`config.mk`:
```
export PLATFORM = sky130hd
export DESIGN_NAME = tap_port
export DESIGN_NICKNAME = d
export VERILOG_FILES = /design/src/rtl/tap_pkg.sv /design/src/rtl/tap_table_ram.sv /design/src/rtl/tap_addr_ctl.sv /design/src/rtl/tap_side_fx.sv /design/src/rtl/tap_port.sv
export SDC_FILE = /design/constraint.sdc
export NUM_CORES = 2
export LEC_CHECK = 0
export BUFFER_PORTS_ARGS = -buffer_cell sky130_fd_sc_hd__buf_2
export CORE_ASPECT_RATIO = 0.75
export CORE_MARGIN = 3
export CORE_UTILIZATION = 57
export CTS_CLUSTER_DIAMETER = 120
export CTS_CLUSTER_SIZE = 8
export DETAILED_ROUTE_END_ITERATION = 12
export GPL_TIMING_DRIVEN = 1
export PLACE_DENSITY = 0.76
export RECOVER_POWER = 25
export SETUP_SLACK_MARGIN = 0.02
export SYNTH_ARGS = -nofsm -noshare
export SYNTH_HDL_FRONTEND = slang
export SYNTH_SLANG_ARGS = --single-unit
```
`constraint.sdc`:
```
create_clock -name clk -period 2.5 [get_ports clk]
set_input_delay 0.25 -clock clk [delete_from_list [all_inputs] [get_ports clk]]
set_output_delay 0.25 -clock clk [all_outputs]
set_load 0.05 [all_outputs]
```
`src/rtl/tap_pkg.sv`:
```
package tap_pkg;
   localparam int DW       = 64;
   localparam int SEL_W    = 4;
   localparam int SEL_LSB  = 16;
   localparam int AINC_BIT = 31;

   localparam logic [SEL_W-1:0] T_IVT  = 4'd0;
   localparam logic [SEL_W-1:0] T_WIN  = 4'd1;
   localparam logic [SEL_W-1:0] T_TVT  = 4'd2;
   localparam logic [SEL_W-1:0] T_PEV  = 4'd3;
   localparam logic [SEL_W-1:0] T_STUB = 4'd4;
   localparam int NUM_STORED = 4;

   localparam int SRV_LSB  = 24;
   localparam int SRV_W    = 16;
   localparam int PRI_LSB  = 8;
   localparam int PRI_W    = 8;
   localparam int NODE_LSB = 48;
   localparam int NODE_W   = 4;

   function automatic logic [DW-1:0] field_mask(int lsb, int w);
      logic [DW-1:0] m;
      m = '0;
      for (int i = 0; i < w; i++) m[lsb+i] = 1'b1;
      return m;
   endfunction

   localparam logic [DW-1:0] IVT_KEEP = field_mask(SRV_LSB, SRV_W)
                                      | field_mask(PRI_LSB, PRI_W)
                                      | field_mask(NODE_LSB, NODE_W);

   function automatic bit is_pow2(int v);
      return (v > 1) && ((v & (v - 1)) == 0);
   endfunction
endpackage

```
`src/rtl/tap_table_ram.sv`:
```
module tap_table_ram
   import tap_pkg::*;
#(
   parameter int             DEPTH = 16,
   parameter logic [DW-1:0]  KEEP  = '1
) (
   input  logic                     clk,
   input  logic                     rst_n,
   input  logic                     we,
   input  logic [$clog2(DEPTH)-1:0] idx,
   input  logic [DW-1:0]            wdata,
   output logic [DW-1:0]            rdata
);
   logic [DW-1:0] mem [DEPTH];

   always_ff @(posedge clk or negedge rst_n) begin
      if (!rst_n) begin
         for (int i = 0; i < DEPTH; i++) mem[i] <= '0;
      end else if (we) begin
         mem[idx] <= wdata & KEEP;
      end
   end

   assign rdata = mem[idx];
endmodule

```
`src/rtl/tap_addr_ctl.sv`:
```
module tap_addr_ctl
   import tap_pkg::*;
#(
   parameter int IDX_W = 8
) (
   input  logic             clk,
   input  logic             rst_n,
   input  logic             wr_addr,
   input  logic [DW-1:0]    wdata,
   input  logic             data_acc,
   input  logic             tbl_ok,
   input  logic [IDX_W-1:0] mask,
   output logic [IDX_W-1:0] idx,
   output logic [SEL_W-1:0] sel,
   output logic             ainc,
   output logic [DW-1:0]    addr_word
);
   logic step;
   assign step = data_acc & tbl_ok & ainc;

   always_ff @(posedge clk or negedge rst_n) begin
      if (!rst_n) begin
         idx  <= '0;
         sel  <= '0;
         ainc <= 1'b0;
      end else if (wr_addr) begin
         idx  <= wdata[IDX_W-1:0];
         sel  <= wdata[SEL_LSB +: SEL_W];
         ainc <= wdata[AINC_BIT];
      end else if (step) begin
         idx  <= (idx + 1'b1) & mask;
      end
   end

   always_comb begin
      addr_word                   = '0;
      addr_word[IDX_W-1:0]        = idx;
      addr_word[SEL_LSB +: SEL_W] = sel;
      addr_word[AINC_BIT]         = ainc;
   end

   // a stepped index never keeps bits above the table's mask
   p_step_wrap_r5: assert property (@(posedge clk) disable iff (!rst_n)
      (step && !wr_addr) |=> ((idx & ~$past(mask)) == '0));

   // with no step and no address write, the index holds
   p_idx_hold_r5: assert property (@(posedge clk) disable iff (!rst_n)
      (!wr_addr && !step) |=> $stable(idx));
endmodule

```
`src/rtl/tap_side_fx.sv`:
```
module tap_side_fx
   import tap_pkg::*;
#(
   parameter int IVT_AW = 3,
   parameter int WIN_AW = 4
) (
   input  logic                clk,
   input  logic                rst_n,
   input  logic                ivt_we,
   input  logic                win_we,
   input  logic [IVT_AW-1:0]   ivt_idx,
   input  logic [WIN_AW-1:0]   win_idx,
   input  logic [SRV_W-3:0]    srv_hi,
   input  logic [PRI_W-1:0]    pri,
   output logic                win_evt_valid,
   output logic [WIN_AW-1:0]   win_evt_index,
   output logic                ivt_evt_valid,
   output logic [IVT_AW-1:0]   ivt_evt_index,
   output logic [SRV_W-3:0]    ivt_evt_server,
   output logic [PRI_W-1:0]    ivt_evt_prio
);
   always_ff @(posedge clk or negedge rst_n) begin
      if (!rst_n) begin
         win_evt_valid  <= 1'b0;
         win_evt_index  <= '0;
         ivt_evt_valid  <= 1'b0;
         ivt_evt_index  <= '0;
         ivt_evt_server <= '0;
         ivt_evt_prio   <= '0;
      end else begin
         win_evt_valid <= win_we;
         ivt_evt_valid <= ivt_we;
         if (win_we) win_evt_index <= win_idx;
         if (ivt_we) begin
            ivt_evt_index  <= ivt_idx;
            ivt_evt_server <= srv_hi;
            ivt_evt_prio   <= pri;
         end
      end
   end

   // a window strobe always follows a window write
   p_win_cause_r10: assert property (@(posedge clk) disable iff (!rst_n)
      win_evt_valid |-> $past(win_we));

   // an interrupt-vector strobe always follows an interrupt-vector write
   p_ivt_cause_r9: assert property (@(posedge clk) disable iff (!rst_n)
      ivt_evt_valid |-> $past(ivt_we));
endmodule

```
`src/rtl/tap_port.sv`:
```
module tap_port
   import tap_pkg::*;
#(
   parameter int IDX_W      = 8,
   parameter int IVT_DEPTH  = 8,
   parameter int WIN_DEPTH  = 16,
   parameter int PE_NUM     = 4,
   parameter int STUB_DEPTH = 32
) (
   input  logic                         clk,
   input  logic                         rst_n,
   input  logic                         acc_valid,
   input  logic                         acc_write,
   input  logic                         acc_is_data,
   input  logic [DW-1:0]                acc_wdata,
   output logic [DW-1:0]                acc_rdata,
   output logic                         tbl_err,
   output logic                         win_evt_valid,
   output logic [$clog2(WIN_DEPTH)-1:0] win_evt_index,
   output logic                         ivt_evt_valid,
   output logic [$clog2(IVT_DEPTH)-1:0] ivt_evt_index,
   output logic [SRV_W-3:0]             ivt_evt_server,
   output logic [PRI_W-1:0]             ivt_evt_prio
);
   localparam int TVT_DEPTH = 2 * PE_NUM;
   localparam int PEV_DEPTH = PE_NUM;
   localparam int IVT_AW    = $clog2(IVT_DEPTH);
   localparam int WIN_AW    = $clog2(WIN_DEPTH);

   function automatic int depth_of(int t);
      case (t)
         0:       return IVT_DEPTH;
         1:       return WIN_DEPTH;
         2:       return TVT_DEPTH;
         3:       return PEV_DEPTH;
         default: return STUB_DEPTH;
      endcase
   endfunction

   // elaboration-time parameter checks
   if (!is_pow2(IVT_DEPTH) || !is_pow2(WIN_DEPTH) || !is_pow2(PE_NUM) ||
       !is_pow2(STUB_DEPTH)) begin : g_bad_depth
      $error("tap_port: every table depth must be a power of two above one");
   end
   if (IDX_W > SEL_LSB || (1 << IDX_W) < STUB_DEPTH || (1 << IDX_W) < WIN_DEPTH ||
       (1 << IDX_W) < TVT_DEPTH || (1 << IDX_W) < IVT_DEPTH) begin : g_bad_idx
      $error("tap_port: index field too narrow or overlaps the select field");
   end

   logic [IDX_W-1:0] idx, mask, eidx;
   logic [SEL_W-1:0] sel;
   logic             ainc;
   logic [DW-1:0]    addr_word;
   logic             tbl_ok, stored, data_acc, data_wr;
   logic [DW-1:0]    tbl_rd [NUM_STORED];

   always_comb begin
      case (sel)
         T_IVT:   mask = IDX_W'(IVT_DEPTH - 1);
         T_WIN:   mask = IDX_W'(WIN_DEPTH - 1);
         T_TVT:   mask = IDX_W'(TVT_DEPTH - 1);
         T_PEV:   mask = IDX_W'(PEV_DEPTH - 1);
         T_STUB:  mask = IDX_W'(STUB_DEPTH - 1);
         default: mask = '0;
      endcase
   end

   assign tbl_ok   = (sel <= T_STUB);
   assign stored   = (sel < T_STUB);
   assign eidx     = idx & mask;
   assign data_acc = acc_valid & acc_is_data;
   assign data_wr  = data_acc & acc_write;

   tap_addr_ctl #(.IDX_W(IDX_W)) u_addr (
      .clk       (clk),
      .rst_n     (rst_n),
      .wr_addr   (acc_valid & acc_write & ~acc_is_data),
      .wdata     (acc_wdata),
      .data_acc  (data_acc),
      .tbl_ok    (tbl_ok),
      .mask      (mask),
      .idx       (idx),
      .sel       (sel),
      .ainc      (ainc),
      .addr_word (addr_word)
   );

   for (genvar t = 0; t < NUM_STORED; t++) begin : g_tbl
      localparam int D  = depth_of(t);
      localparam int AW = $clog2(D);
      localparam logic [DW-1:0] KEEP = (t == 0) ? IVT_KEEP : '1;
      tap_table_ram #(.DEPTH(D), .KEEP(KEEP)) u_ram (
         .clk   (clk),
         .rst_n (rst_n),
         .we    (data_wr && (sel == SEL_W'(t))),
         .idx   (eidx[AW-1:0]),
         .wdata (acc_wdata),
         .rdata (tbl_rd[t])
      );
   end

   always_comb begin
      acc_rdata = '0;
      if (acc_valid && !acc_write) begin
         if (!acc_is_data)  acc_rdata = addr_word;
         else if (stored)   acc_rdata = tbl_rd[sel[1:0]];
      end
   end

   assign tbl_err = data_acc & ~tbl_ok;

   tap_side_fx #(.IVT_AW(IVT_AW), .WIN_AW(WIN_AW)) u_fx (
      .clk            (clk),
      .rst_n          (rst_n),
      .ivt_we         (data_wr && (sel == T_IVT)),
      .win_we         (data_wr && (sel == T_WIN)),
      .ivt_idx        (eidx[IVT_AW-1:0]),
      .win_idx        (eidx[WIN_AW-1:0]),
      .srv_hi         (acc_wdata[SRV_LSB+2 +: SRV_W-2]),
      .pri            (acc_wdata[PRI_LSB +: PRI_W]),
      .win_evt_valid  (win_evt_valid),
      .win_evt_index  (win_evt_index),
      .ivt_evt_valid  (ivt_evt_valid),
      .ivt_evt_index  (ivt_evt_index),
      .ivt_evt_server (ivt_evt_server),
      .ivt_evt_prio   (ivt_evt_prio)
   );

   // an invalid-select access never returns data
   p_bad_zero_r7: assert property (@(posedge clk) disable iff (!rst_n)
      tbl_err |-> (acc_rdata == '0));
endmodule

```
==> metrics.md <==
| Metric | Value |
|---|---|
| Distinct cells, synth | `71` |
| Worst path buffer plus inverter count | `6` |
| Post-DP HPWL | `181000 um` |
| Dominant synthesized flop cell | `dfrtp_1` |
| Top-count cell post-synth | `dfrtp_1` |
| DRT iter0 DRCs | `~8k` |
| Reg2reg start | `u_addr.sel[1]$_DFFE_PN0P_` |
| Drt drc | `0` |
| End of the worst register-to-register path | `g_tbl[1].u_ram.mem[802]$_DFFE_PN0P_` |
| Worst skew pair latency | `0.92 ns` |
| Clk pin slew, worst setup/hold paths | `0.06 ns` |
| Die X | `469 um` |
| Total track usage | `0.362` |
| Clk root buf | `clkbuf_16` |
| Hold Crit Class | `in2reg` |
| Worst Reg2Reg Path Length in Cells | `9` |
| Crit-path slowest cell | `dfrtp_2` |
| Seq cells post-synth | `2060` |
| Max Cap Violations | `1` |
| Syn_area_per_cell | `13.0 sq um` |
| Rows | `126` |
| FMAX | `around 250 MHz` |
| Final setup skew | `around 0.051 ns` |
| Tightest Pin Transition | `1.88 ns` |
| Failing checks | `max-capacitance violations, max-slew violations, negative setup slack` |
| Die area | `166000 sq um` |
| Initial antenna violation count | `18` |
| Count of input and output buffers | `between 150 and 200` |
| CP Capture Point | `acc_rdata[1]` |
| Register area share after synthesis | `0.562` |
| Vias after detailed routing | `around 69k` |
| Yosys warnings | `0` |
| Clk sink count | `2060` |
| Final #Nets | `about 7.8k` |
| Area growth syn-to-layout | `26.9%` |
| Slew headroom | `-0.254` |
| Final ANT Viol Nets | `0` |
| Routed wire length | `317000 um` |
| Fin Hold WS | `roughly 0.06 ns` |
| Yosys top cell area share | `0.562` |
| Cells after synthesis | `7044` |
| Final total power | `104 mW` |
| Longest Clk Path Bufs | `4` |
| Placed cells | `9269` |
| Placed cell area | `102000 sq um` |
| Crit-path cells | `o21a_4, nor3_4, buf_6, buf_16, buf_16, buf_4, o22ai_1, o21ai_0, nand4_1, a22oi_2, buf_6, buf_12` |
| Post-synth EDFFs | `0` |
| Largest net degree at the start of global routing | `102` |
| Worst setup SP type | `flip-flop` |
| Setup slack after layout | `-1.44 ns` |
| CTS tree | `done` |
| GP Congestion | `0.900` |
| Fraction of layout cells with a size suffix above 1 | `0.481` |
| Worst path required time | `2.25 ns` |
| Final Util | `0.733` |
| Critical path peak fanout | `7` |
| HP Start | `acc_valid` |
| Fraction of registers with async set/reset | `1.00` |
| Post-route insts no fill | `9839` |
| VDD IR max | `825 uV` |
| CP startpoint | `u_addr.sel[0]$_DFFE_PN0P_` |
| Starting Density | `0.578` |
| Setup TNS | `-576.65 ns` |
| Worst path depth | `12` |
| P_leak | `55.0 nW` |
| Ports | `165` |
| Core ar. | `159000 sq um` |
| Vias in the first global route | `70.3k` |
| Fin crit period | `3.94 ns` |
| Die height | `353 um` |
| Ranking of synthesized cells by area | `dfrtp_1 (56%), mux2_2 (23%), o22ai_1 (4.8%), mux2_1 (3.0%), o21ai_0 (2.0%)` |
| Crit end category | `output port` |
| Number of fill cells in the layout | `9031` |
| Top cell family by delay on the critical path | `buffers and inverters` |
| Final Hold Viols | `0` |
| Htree depth | `5` |
| First-pass GRT wire length | `~450000 um` |
| Pre-CTS setup slack | `-0.574 ns` |
| Data arrival, critical path | `around 3.7 ns` |
| Inserted Clock Buffers | `307` |
| Largest stage delay on the critical path | `0.46 ns` |
| Cell taking the most area after synthesis | `dfrtp_1` |
| WL/cell | `32.3 um` |
| Grt ovf | `0` |
| Setup Viol. Count Final | `around 2.0k` |
| Reg-to-reg slack, setup | `-0.44 ns` |
| PD cells | `892 nW/um^2` |
| Status | `complete, but fails checks` |
| RSZ-0062 raised after global routing | `true` |
| Hold Crit Depth | `4` |
| DR pass1 iterations | `7` |
| Crit path kind | `reg2out` |
| Period utilisation layout | `1.58` |
| Vias/cell | `7.02` |
| Pins Over Slew Limit | `39` |
| Synth cell count leaders | `dfrtp_1 (2060), mux2_2 (1871), o22ai_1 (700)` |
| Post-route design area | `116000 sq um` |
| Synthesized area | `91700 sq um` |
| Post-synth net total | `7114` |
==> where the power goes <==
| group | switching (mW) | internal, mW |
|---|---|---|
| combinational | 16.0 | 12.9 |
| clock | 14.1 | 22.0 |
| sequential | 2.05 | 36.7 |
| total | 32.2 | 71.6 |
==> routing by layer <==
| metal | vias up | GRT usage | part of all wire |
|---|---|---|---|
| met5 | - | 0 | 0.00019 |
| met3 | 1302 | 0.106 | 0.12 |
| met4 | 10 | 0.168 | 0.059 |
| met2 | 4735 | 0.533 | 0.44 |
| met1 | 35700 | 0.497 | 0.38 |
| li1 | 27300 | - | - |
==> layout make-up <==
class / instances / area [sq um] / share of cell area
clock buffer: 316 / 7870 / 0.0676
clock inverter: 8 / 114 / 0.000979
multi-input combinational: 4242 / 40300 / 0.347
sequential: 2060 / 51600 / 0.443
tap: 2112 / 2640 / 0.0227
timing repair buffer: 1084 / 13700 / 0.118
antenna: 12 / 30.0 / 0.000258
inverter: 5 / 20.0 / 0.000172
==> worst min-delay path by stage <==
stage                     slack (ns)                                   to
after floorplan                -0.05  g_tbl[0].u_ram.mem[100]$_DFFE_PN0P_
after global routing            0.03            u_addr.sel[2]$_DFFE_PN0P_
after global placement          0.28  g_tbl[2].u_ram.mem[332]$_DFFE_PN0P_
after detailed placement        0.27  g_tbl[2].u_ram.mem[332]$_DFFE_PN0P_
after CTS                      0.001  g_tbl[3].u_ram.mem[243]$_DFFE_PN0P_
final                           0.06            u_addr.sel[2]$_DFFE_PN0P_
==> worst register-to-register path, stage by stage, from the launching register on <==
cell       delay (ns)
dfrtp_2          0.45
o21ai_4          0.24
nand4b_1         0.25
buf_4            0.23
clkbuf_16        0.16
buf_6            0.12
or3_4            0.38
nor2_4           0.23
buf_12           0.30
mux2_2           0.44
==> timing repair <==
action	CTS	global route
pin swaps	96	166
gates cloned	21	30
hold buffers	67	0
resized for setup	438	457
buffers inserted	47	79
hold endpoints to repair	2422	0
endpoints found under the setup margin	2032	2017
==> sequential cells by signal (all words and copies together) (netlist names) <==
signal and count:
u_fx.ivt_evt_index 3, u_addr.ainc 1, u_addr.sel 4, u_fx.ivt_evt_server 14
u_fx.ivt_evt_prio 8, u_fx.win_evt_index 4, u_fx.ivt_evt_valid 1, g_tbl.u_ram.mem 2016
u_fx.win_evt_valid 1, u_addr.idx 8
==> cells in the final DEF (no fill, tap or decap), types with 22 or more instances in the layout <==
cell type      instances
a211oi_1              95
a21oi_1               44
a41oi_2               39
buf_12               313
buf_16                33
buf_2                 98
buf_4                420
buf_6                100
buf_8                 22
clkbuf_16            340
dfrtp_1             2055
dlygate4sd3_1         66
mux2_1               238
mux2_2              1840
mux2_4                37
mux2i_1               77
nand2_1              140
nand3_1               38
nor2_1                61
nor2_4                33
nor2b_1              104
nor3_1                53
nor3_2                67
nor3_4                62
o21ai_0              156
o21ai_1              159
o21ai_2               49
o22ai_1              612
o22ai_2               67
==> logic make-up (layout without fill, tap and decap cells) <==
group,Yosys count,count (layout),synth area share
adder cells (fa/ha/maj),2,2,0.000259
buffers and inverters,742,1413,0.0360
AO/OA/AOI/OAI,1422,1422,0.0974
multiplexers,2192,2192,0.268
XOR/XNOR,3,3,0.000287
flip-flops,2060,2060,0.562
other,0,12,0
AND/OR/NAND/NOR,623,623,0.0355
No activity file was read; power rests on OpenSTA's default activity.
